### src/rtl/scsi_irq_status.sv
module scsi_irq_status #(
  parameter int CW = 4,
  parameter int NUM_CODES = 6,
  parameter logic [NUM_CODES*CW-1:0] VALID_CODES = {4'h9, 4'h8, 4'h4, 4'h3, 4'h2, 4'h1},
  parameter logic [CW-1:0] SEL_CODE = 4'h1,
  parameter logic [CW-1:0] RESEL_CODE = 4'h2
) (
  input  logic          clk,
  input  logic          rst_n,
  input  logic          init_wr,
  input  logic          stat_wr,
  input  logic [7:0]    wdata,
  input  logic          bus_rst,
  input  logic          sync_active,
  input  logic          xfer_end,
  input  logic          ofs_nz,
  input  logic          ofs_ovf,
  input  logic          ofs_unf,
  input  logic          cmd_rx,
  input  logic [7:0]    cmd_byte,
  input  logic          ctl_issue,
  input  logic [CW-1:0] ctl_code,
  input  logic          ctl_done,
  input  logic          sel_in,
  input  logic          resel_in,
  input  logic          arb_lost,
  output logic [7:0]    stat_rdata,
  output logic          irq,
  output logic          suspend
);

  logic [6:0]    flags, set_ev, flags_nx;
  logic          busy, rst_q, susp_q, code_ok, grp_bad, susp_set, accept;
  logic [CW-1:0] cur;
  logic [2:0]    grp;

  always_comb begin
    code_ok = 1'b0;
    for (int i = 0; i < NUM_CODES; i++)
      if (VALID_CODES[i*CW +: CW] == ctl_code) code_ok = 1'b1;
  end

  assign grp      = cmd_byte[7:5];
  assign grp_bad  = !(grp == 3'd0 || grp == 3'd1 || grp == 3'd2 || grp == 3'd5);
  assign susp_set = arb_lost & ~sel_in & ~resel_in;
  assign accept   = ctl_issue & code_ok & (~busy | ctl_done);

  assign set_ev[6] = bus_rst & ~rst_q;
  assign set_ev[5] = (xfer_end & ofs_nz) | ((ofs_ovf | ofs_unf) & sync_active);
  assign set_ev[4] = cmd_rx & grp_bad;
  assign set_ev[3] = ctl_issue & (~code_ok | (busy & ~ctl_done));
  assign set_ev[2] = resel_in & ~(busy && cur == RESEL_CODE);
  assign set_ev[1] = sel_in & ~(busy && cur == SEL_CODE);
  assign set_ev[0] = arb_lost;

  assign flags_nx = (flags & ~(stat_wr ? wdata[6:0] : 7'd0)) | set_ev;

  always_ff @(posedge clk or negedge rst_n) begin
    if (!rst_n) begin
      flags  <= '0;
      busy   <= 1'b0;
      cur    <= '0;
      susp_q <= 1'b0;
      rst_q  <= 1'b0;
    end else if (init_wr) begin
      flags  <= '0;
      busy   <= 1'b0;
      cur    <= '0;
      susp_q <= 1'b0;
      rst_q  <= bus_rst;
    end else begin
      flags  <= flags_nx;
      rst_q  <= bus_rst;
      susp_q <= susp_set | (susp_q & flags_nx[0]);
      if (susp_set) busy <= 1'b0;
      else if (accept) begin
        busy <= 1'b1;
        cur  <= ctl_code;
      end else if (ctl_done) busy <= 1'b0;
    end
  end

  assign stat_rdata = {1'b0, flags};
  assign irq        = |flags;
  assign suspend    = susp_q;

  a_r1_msb_zero: assert property (@(posedge clk) disable iff (!rst_n)
    stat_rdata[7] == 1'b0);

  a_r2_sticky: assert property (@(posedge clk) disable iff (!rst_n)
    (!stat_wr && !init_wr) |=> ((stat_rdata & $past(stat_rdata)) == $past(stat_rdata)));

  a_r3_set_wins: assert property (@(posedge clk) disable iff (!rst_n)
    (!init_wr && stat_wr && wdata[4] && cmd_rx && cmd_byte[7:5] inside {3'd3, 3'd4, 3'd6, 3'd7})
      |=> stat_rdata[4]);

  a_r4_irq_hold: assert property (@(posedge clk) disable iff (!rst_n)
    (irq && !stat_wr && !init_wr) |=> irq);

  a_r9_collide: assert property (@(posedge clk) disable iff (!rst_n)
    (ctl_issue && busy && !ctl_done && !init_wr) |=> stat_rdata[3]);

  a_r12_susp_flag: assert property (@(posedge clk) disable iff (!rst_n)
    suspend |-> stat_rdata[0]);

  a_r13_init_clears: assert property (@(posedge clk) disable iff (!rst_n)
    init_wr |=> (stat_rdata == 8'd0 && !suspend && !irq));

endmodule

### config.mk
export PLATFORM = sky130hd
export DESIGN_NAME = scsi_irq_status
export DESIGN_NICKNAME = d
export VERILOG_FILES = /design/src/rtl/scsi_irq_status.sv
export SDC_FILE = /design/constraint.sdc
export NUM_CORES = 1
export LEC_CHECK = 0
export ABC_AREA = 1
export BUFFER_PORTS_ARGS = -buffer_cell sky130_fd_sc_hd__buf_2
export CORE_MARGIN = 4
export CORE_UTILIZATION = 45
export CTS_BUF_LIST = sky130_fd_sc_hd__clkbuf_4
export CTS_CLUSTER_SIZE = 40
export DETAILED_ROUTE_END_ITERATION = 10
export MAX_ROUTING_LAYER = met4
export PLACE_DENSITY = 0.89
export SYNTH_ARGS = -nofsm -noshare
export SYNTH_HDL_FRONTEND = slang
export SYNTH_SLANG_ARGS = --single-unit
### constraint.sdc
create_clock -name clk -period 2.3 [get_ports clk]
set_input_delay 0.46 -clock clk [delete_from_list [all_inputs] [get_ports clk]]
set_output_delay 0.46 -clock clk [all_outputs]
set_load 0.02 [all_outputs]
==> metrics.cfg, run 1 <==
[cts]
post_cts_resized=0
clkTransAtPathRegs_ns=0.08
hold_buffers=0
cts_setup_buffers=0
cts_tree=done
cts-htree-levels=1
cts_sinks=14
worstSkewPairLatency_ns=0.27
clk_path_buf_depth=2
cts_root_buffer=clkbuf_4
cts_made_buffers=3

[floorplanning]
start_util=0.4888
core_region_area_um2=1559
chipWidth_um=49.15
die_y_um=49.15
dieArea_um2=2416
num_io_pins=46
rows=14

[finish]
drive_gt1_frac=0.3571
fin_util=0.6332
layout.nets=177
antenna_cells=0
fill_cells=140
syn2layout_area_growth_pct=29.56

[routing]
routed_wl_um=1722
dr.pass1.iters=4
antenna_left=0
drc=0
drt_iter0_markers=7
num_vias=767
wire_per_inst_um=11.04
vias_per_cell=4.917

[critical_path]
end_kind=primary output
start_kind=register
required_ns=1.84
slowest_delay_ns=0.39
cpLargestDelayFamily=simple AND/OR/NAND/NOR gates
path_max_fanout=3
path_class=reg2out
cpMaxStageDelayCell=dfrtp_1
path_buf_inv=1
worstPathArrival_ns=1.23
crit_chain=nor4_1 -> nand2_1 -> buf_2

[pwr]
power.total_w=0.0005342
power.density_nw_per_um2=541.1
ir_drop_uv=245.0
leakagePower_nw=0.5678

[placement]
pre_cts_slack_ns=0.8923
dpl.hpwl_um=1430
place.gp.congestion=0.7440
numPortBuffers=38

[sta]
drv_slew=0
rsz0062_at_grt=false
setup_violations=0
min_period_ns=1.691
clock_skew_ns=0.004237
fin_crit_sh=0.7350
max_clock_freq_mhz=591.5
finalHoldViolations=0
setup_slack_ns=0.6094
fin_tns_setup_ns=0

[grt]
grt_overflow=0
grt_first_pass_wirelength_um=3105
grt_max_degree=15
grt_pass1_vias=775
antenna_found_initial=0
grtUsageTotal=0.1660

[min_path]
hold_class=in2async

[synth]
syn_inst=100
ys_ff_latch=14
synthDistinctLibCells=20
ys_seq_area_frac=0.4598
yosysWarnings=0
syn-num-nets=136
avgSynthCellArea_um2=7.620
synth_area_um2=762.0

[run_status]
outcome=completed

[flow_run]
drv_cap=0

## Yosys cell counts, drive strengths merged
| cell type | count | area share |
|---|---|---|
| a21oi | 9 | 0.059 |
| buf | 1 | 0.0099 |
| bufinv | 1 | 0.023 |
| clkbuf | 1 | 0.0049 |
| conb | 1 | 0.0049 |
| dfrtp | 14 | 0.46 |
| inv | 11 | 0.054 |
| nand2 | 35 | 0.18 |
| nand3 | 13 | 0.11 |
| nand4 | 2 | 0.025 |
| nor2 | 7 | 0.038 |
| nor3 | 1 | 0.0066 |
| nor4 | 1 | 0.0082 |
| o211ai | 1 | 0.0099 |
| o21ai | 2 | 0.013 |
## area by class of cell
class	instances	area, µm²	area share
Clock buffer	3	22.52	0.02281
Clock inverter	1	3.754	0.003802
Inverter	12	58.81	0.05957
Multi-Input combinational cell	72	341.6	0.3460
Sequential cell	14	350.3	0.3549
Tap cell	16	20.02	0.02028
Timing Repair Buffer	38	190.2	0.1926
## final timing paths
path	from	to	slack (ns)	cells after the start
min in group clk	bus_rst	rst_q$_DFF_PN0_	0.31	1
min	rst_n	cur[0]$_DFFE_PN0P_	0.06	1
max in group asynchronous	rst_n	flags[2]$_DFF_PN0_	2.00	1
min reg2reg	rst_q$_DFF_PN0_	flags[6]$_DFF_PN0_	0.52	3
max	flags[4]$_DFF_PN0_	irq	0.61	3
max reg2reg	busy$_DFFE_PN0P_	cur[1]$_DFFE_PN0P_	1.31	4
## cell families (layout without fill, tap and decap cells)
kind of cell / Yosys count / in the layout / synth area share
compound gates: 12 / 12 / 0.08210
flops: 14 / 14 / 0.4598
other cells: 1 / 1 / 0.004921
buf+inv: 14 / 54 / 0.09196
simple gates: 59 / 59 / 0.3613
## metrics by stage
step           cell area, µm²  hold slack [ns]  std cells
2_1_floorplan           762.0           0.1644        100
3_3_place_gp            960.9           0.3577        152
3_5_place_dp            960.9           0.3628        152
4_1_cts                 987.2          0.06535        156
5_1_grt                 987.2          0.08080        156
6_report                987.2          0.06195        156
## sequential cells by signal (all words and copies together), names as in the netlist
signal   count
flags        7
cur          4
busy         1
rst_q        1
suspend      1
## per-layer routing
layer  vias up  global-route usage  wire length (µm)  share of wire
met4         0             0.05687                 8         0.0046
met2        40              0.2902               827           0.48
met3         2             0.04281               191           0.11
met5         -                   -                 0              0
li1        405                   -                 -              -
met1       320              0.1808               694           0.40
## worst reg2reg max path, stage by stage, from the launching register on
cell,delay [ns]
dfrtp_1,0.41
nand2_1,0.16
nand4_2,0.15
nand3_1,0.10
nand2_1,0.06
## power breakdown
group          internal [W]  switching (W)
logic             0.0000501      0.0000714
clock network     0.0000628      0.0000746
registers          0.000263      0.0000119
## placed cells by master (no fill, tap or decap)
cell      Yosys  final
conb_1        1      1
nand4_1       1      1
nor2_2        1      1
o21ai_1       2      2
bufinv_8      1      1
clkinv_1      0      1
nand3_1      10     10
inv_2         1      1
nand2_1      33     33
nor2_1        6      6
nand4_2       1      1
nand3_2       3      3
clkbuf_4      0      3
nor4_1        1      1
nand2_2       2      2
inv_1        10     10
buf_2         0     38
nor3_1        1      1
o211ai_1      1      1
dfrtp_1      14     14
a21oi_1       9      9
No activity file was read; power rests on OpenSTA's default activity.
==> inputs of run 2 (changes only) <==
ABC_AREA = 0   (was 1)
CORE_UTILIZATION = 43   (was 45)
PLACE_DENSITY = 0.87   (was 0.89)
clock period = 1.6 ns   (was 2.3 ns; I/O delays follow)
==> run 2 against run 1 <==
  * Global-route usage decreased by 2.2 points
  * Sequential share of layout area grew 1.5 points
  * Utilization decreased by 2.0 points
  * Final area shrank 4.2%
  * Clock power rose by 39%
==> metrics.cfg, run 2 <==
[sta]
rsz0062_at_grt=false
clock_skew_ns=0.004716  ; +0.0004789 ns
drv_slew=0  ; unchanged
max_clock_freq_mhz=652.5
fin_tns_setup_ns=0  ; unchanged
setup_violations=0  ; unchanged
fin_crit_sh=0.9578
finalHoldViolations=0  ; unchanged
min_period_ns=1.533
setup_slack_ns=0.06745  ; -0.5420 ns

[synth]
syn_inst=75  ; -25%
synth_area_um2=714.4  ; -6.2%
yosysMostFrequentCell=dfrtp_1
syn-num-nets=111  ; -18%
ys_ff_latch=14  ; unchanged
synth_area_leaders=dfrtp_1 49%, nand2b_1 9.6%, nand2_1 6.8%
synth_top_cell_area_share=0.4904  ; +0.03060
synthDistinctLibCells=24  ; +20%
async_flop_share=1.000  ; unchanged
yosys_most_used_dff=dfrtp_1
avgSynthCellArea_um2=9.526  ; +25%
synth_commonest_cells=14 x dfrtp_1, 13 x nand2_1, 11 x nand2b_1
yosys.area.top_type=dfrtp_1
synth_edf_count=0  ; unchanged
yosysWarnings=0  ; unchanged
ys_seq_area_frac=0.4904  ; +0.03060

[grt]
grt_overflow=0  ; unchanged
grt_first_pass_wirelength_um=2656  ; -14%
grt_max_degree=18  ; +3
grtUsageTotal=0.1442  ; -0.02183
antenna_found_initial=0  ; unchanged
grt_pass1_vias=655  ; -15%

[cts]
post_cts_resized=0  ; unchanged
clk_path_buf_depth=2  ; unchanged
cts_root_buffer=clkbuf_4
cts_tree=done
cts-htree-levels=1  ; unchanged
worstSkewPairLatency_ns=0.28  ; about the same
clkTransAtPathRegs_ns=0.08  ; about the same
cts_sinks=14  ; unchanged
hold_buffers=1  ; +1
cts_setup_buffers=0  ; unchanged
cts_made_buffers=3  ; unchanged

[finish]
finalNonFillerCells=131  ; -16%
top_regs=flags x7, cur x4
syn2layout_area_growth_pct=32.40
antenna_cells=0  ; unchanged
layout.nets=153  ; -14%
top_register=flags
mostFrequentLayoutCell=buf_2
largest_reg_flops=7  ; unchanged
drive_gt1_frac=0.4000  ; +0.04286
mostFrequentLayoutCells=38 x buf_2, 14 x dfrtp_1, 13 x nand2_1, 11 x nand2b_1, 6 x a21oi_1

[placement]
numPortBuffers=38  ; unchanged
dp.cells=127  ; -16%
place.gp.congestion=0.7245  ; -2.6%
pre_cts_slack_ns=0.1241  ; -0.7682 ns
dpl.hpwl_um=1294  ; -9.5%

[pwr]
leakagePower_nw=0.4857  ; -14%
ir_drop_uv=385.1  ; +57%
power.total_w=0.0007368  ; +38%
power.density_nw_per_um2=778.9  ; +44%

[routing]
vias_per_cell=5.260  ; +7.0%
routed_wl_um=1596  ; -7.3%
drc=0  ; unchanged
num_vias=689  ; -10%
dr.pass1.iters=4  ; unchanged
antenna_left=0  ; unchanged
drt_iter0_markers=8  ; +1
wire_per_inst_um=12.18  ; +10%

[floorplanning]
core_region_area_um2=1541  ; -1.1%
chipWidth_um=48.76  ; -0.79%
start_util=0.4635  ; -0.02529
dieArea_um2=2378  ; -1.6%
die_y_um=48.76  ; -0.79%
rows=14  ; unchanged
num_io_pins=46  ; unchanged

[flow_run]
drv_cap=0  ; unchanged

[critical_path]
path_class=reg2out
start_kind=register
end_kind=primary output
path_max_fanout=3  ; unchanged
required_ns=1.28  ; -0.56 ns
worstPathArrival_ns=1.21  ; -0.02 ns

[min_path]
hold_class=in2reg

[run_status]
outcome=completed

## run 2: layout make-up
| cell class | count | area, µm² |
|---|---|---|
| Clock buffer | 3 | 22.52 |
| Inverter | 1 | 3.754 |
| Multi-Input combinational cell | 58 | 349.1 |
| Tap cell | 16 | 20.02 |
| Fill cell | 146 | 595.6 |
| Sequential cell | 14 | 350.3 |
| Timing Repair Buffer | 39 | 200.2 |
## run 2: power by group
group | total, W | switching [W] | internal [W]
combinational | 0.000158 | 0.0000850 | 0.0000725
clock | 0.000191 | 0.000104 | 0.0000872
sequential | 0.000388 | 0.0000141 | 0.000374
total | 0.000737 | 0.000203 | 0.000534
## run 2: path summary, 6_finish.rpt
path,start,endpoint,slack [ns],cells after the start
max reg2reg,busy$_DFFE_PN0P_,cur[0]$_DFFE_PN0P_,0.46,4
max in group asynchronous,rst_n,flags[3]$_DFF_PN0_,0.91,2
max,flags[1]$_DFF_PN0_,irq,0.07,3
min,bus_rst,rst_q$_DFF_PN0_,0.16,1
min in group asynchronous,rst_n,flags[1]$_DFF_PN0_,0.46,2
min reg2reg,suspend$_DFF_PN0_,suspend$_DFF_PN0_,0.55,2
## run 2: metal layers
metal	track usage	vias up	routed length (µm)
met4	0.08072	0	38
met1	0.1586	312	634
met3	0.05521	5	208
met5	-	-	0
met2	0.2217	34	715
li1	-	338	-
## run 2: logic make-up after synthesis
group	count (synthesis)	synth area share
compound gates	14	0.1121
mux	5	0.07180
simple gates	38	0.2995
other cells	1	0.005249
flops	14	0.4904
buf+inv	3	0.02101
## run 2: worst max-delay path, stage by stage, from the launching register on
cell	delay, ns
dfrtp_1	0.40
nor4_1	0.28
nand2_1	0.09
buf_2	0.17
## run 2: through the flow
stage                     hold WS [ns]  utilization  instance area (µm²)
after floorplan                0.02441            -                714.4
after global placement          0.2228       0.5925                913.4
after detailed placement        0.2274       0.5925                913.4
after CTS                       0.1520       0.6136                945.9
after global routing            0.1458       0.6136                945.9
final                           0.1560       0.6136                945.9
==> inputs of run 3 (changes only) <==
CORE_UTILIZATION = 38   (was 43)
PLACE_DENSITY = 0.82   (was 0.87)
clock period = 1.4 ns   (was 1.6 ns; I/O delays follow)
==> run 3 against run 2 <==
  * The run now ends with setup timing left
  * Register-to-register slack lost 0.19 ns
  * Combinational power grew 20%
  * Clock skew shrank 0.0011 ns
  * Power grew 16%
  * Critical path depth is the same
  * Global-route usage shrank 0.97 points
  * Sequential cell count is the same
  * Largest cell class is now multi-input combinational cells
==> metrics.cfg, run 3 (synthesis results as in run 2) <==
[run_status]
outcome=complete, but fails checks
failed_checks=setup timing

[placement]
numPortBuffers=38  ; unchanged
dpl.hpwl_um=1343  ; +3.8%
place_area_um2=939.7  ; +2.9%
place.gp.congestion=0.7095  ; -2.1%

[critical_path]
worstPathArrival_ns=1.17  ; -0.04 ns
required_ns=1.12  ; -0.16 ns
path_class=reg2out
end_kind=primary output
path_max_fanout=3  ; unchanged
cpLargestDelayFamily=flip-flops
start_kind=register
path_buf_inv=1  ; unchanged
crit_chain=nor4_2 -> nand2_1 -> buf_2
slowest_delay_ns=0.40  ; about the same
cpMaxStageDelayCell=dfrtp_1

[routing]
routed_wl_um=1655  ; +3.7%
vias_per_cell=4.797  ; -8.8%
antenna_left=0  ; unchanged
dr.pass1.iters=3  ; -1
wire_per_inst_um=11.57  ; -5.0%
drc=0  ; unchanged
num_vias=686  ; -0.44%
drt_iter0_markers=7  ; -1

[sta]
setup_violations=1  ; +1
max_clock_freq_mhz=690.9
min_period_ns=1.447
holdWs_ns=0.1273  ; -0.02871 ns
rsz0062_at_grt=true
clock_skew_ns=0.003606  ; -0.001110 ns
fin_crit_sh=1.034
setup_slack_ns=-0.04728  ; -0.1147 ns
drv_slew=0  ; unchanged
finalHoldViolations=0  ; unchanged

[finish]
top_register=flags
design_area_um2=985.9  ; +4.2%
drive_gt1_frac=0.4237  ; +0.02373
mostFrequentLayoutCell=buf_2
largest_reg_flops=7  ; unchanged
syn2layout_area_growth_pct=38.00
mostFrequentLayoutCells=38 x buf_2, 14 x dfrtp_1, 13 x nand2_1, 11 x nand2b_1, 6 x a21oi_1
top_regs=flags x7, cur x4
fill_cells=163  ; +12%
layout.nets=156  ; +2.0%
antenna_cells=0  ; unchanged

[cts]
clkTransAtPathRegs_ns=0.08  ; about the same
cts-htree-levels=1  ; unchanged
cts_sinks=14  ; unchanged
cts_made_buffers=3  ; unchanged
clk_path_buf_depth=2  ; unchanged
cts_root_buffer=clkbuf_4
worstSkewPairLatency_ns=0.27  ; about the same
cts_tree=done

[floorplanning]
core_region_area_um2=1745  ; +13%
start_util=0.4093  ; -0.05416
num_io_pins=46  ; unchanged
die_y_um=51.36  ; +5.3%
dieArea_um2=2638  ; +11%
rows=15  ; +1
chipWidth_um=51.36  ; +5.3%

[pwr]
leakagePower_nw=0.5014  ; +3.2%
power.density_nw_per_um2=864.5  ; +11%
ir_drop_uv=377.9  ; -1.9%

[grt]
grt_pass1_vias=653  ; -0.31%
grtUsageTotal=0.1345  ; -0.009661
antenna_found_initial=0  ; unchanged
grt_first_pass_wirelength_um=2573  ; -3.1%
grt_overflow=0  ; unchanged
grt_max_degree=18  ; unchanged

[flow_run]
drv_cap=0  ; unchanged

[min_path]
hold_class=in2reg

## run 3: cell types whose count changed in the layout (fill, tap and decap cells not counted), sizes merged
| cell | change |
|---|---|
| buf | +3 |
## run 3: power breakdown
part           switching (W)  leakage, nW  internal, W  total, W
Clock               0.000119       0.0138    0.0000996  0.000219
Combinational      0.0000995        0.304    0.0000896  0.000189
Sequential         0.0000163        0.184     0.000428  0.000444
Total               0.000235        0.501     0.000617  0.000852
## run 3: what timing repair did
action	4_1_cts	5_1_grt
pin swaps	1	0
setup buffers	1	0
hold endpoints to repair	14	0
hold buffers	1	0
gates resized for setup	0	1
setup endpoints to repair	1	1
## run 3: through the flow
| step | TNS, ns | std cells | utilization | power (W) | worst slack (ns) |
|---|---|---|---|---|---|
| 5_1_grt | -0.1258 | 143 | 0.5649 | 0.0008959 | -0.1258 |
| 3_3_place_gp | -0.009639 | 138 | 0.5384 | 0.0006306 | -0.009639 |
| 6_report | -0.04728 | 143 | 0.5649 | 0.0008524 | -0.04728 |
| 4_1_cts | -0.06535 | 143 | 0.5613 | 0.0008583 | -0.06535 |
| 3_5_place_dp | -0.07190 | 138 | 0.5384 | 0.0006370 | -0.02552 |
| 2_1_floorplan | 0 | 75 | - | 0.0005474 | 0.1302 |
## run 3: cell type report
| type | instances | area, µm² | share of cell area |
|---|---|---|---|
| clock buffer | 3 | 22.52 | 0.02284 |
| inverter | 1 | 3.754 | 0.003807 |
| multi-input combinational | 58 | 355.3 | 0.3604 |
| sequential | 14 | 350.3 | 0.3553 |
| tap | 25 | 31.28 | 0.03173 |
| timing repair buffer | 42 | 222.7 | 0.2259 |
## run 3: worst register-to-register path, cell delays in order, from the launching register on
cell and delay (ns):
dfrtp_1 0.38, nand2b_1 0.10, nand4_2 0.14, nor2_4 0.22, mux2i_1 0.20
## run 3: metal layers
layer  GRT usage  vias to the layer above  part of all wire
li1            -                      341                 -
met1      0.1536                      306              0.43
met2      0.2161                       35              0.44
met3     0.03790                        4              0.11
met4     0.06550                        0             0.014
met5           -                        -                 0
## run 3: final timing paths
path / cells past startpoint / end / from / slack (ns)
hold / removal: 1 / rst_q$_DFF_PN0_ / bus_rst / 0.13
setup reg to reg: 4 / cur[2]$_DFFE_PN0P_ / busy$_DFFE_PN0P_ / 0.27
setup / recovery: 3 / irq / flags[6]$_DFF_PN0_ / -0.05
max in group asynchronous: 2 / suspend$_DFF_PN0_ / rst_n / 0.74
hold reg to reg: 2 / suspend$_DFF_PN0_ / suspend$_DFF_PN0_ / 0.55
min in group asynchronous: 2 / flags[1]$_DFF_PN0_ / rst_n / 0.42
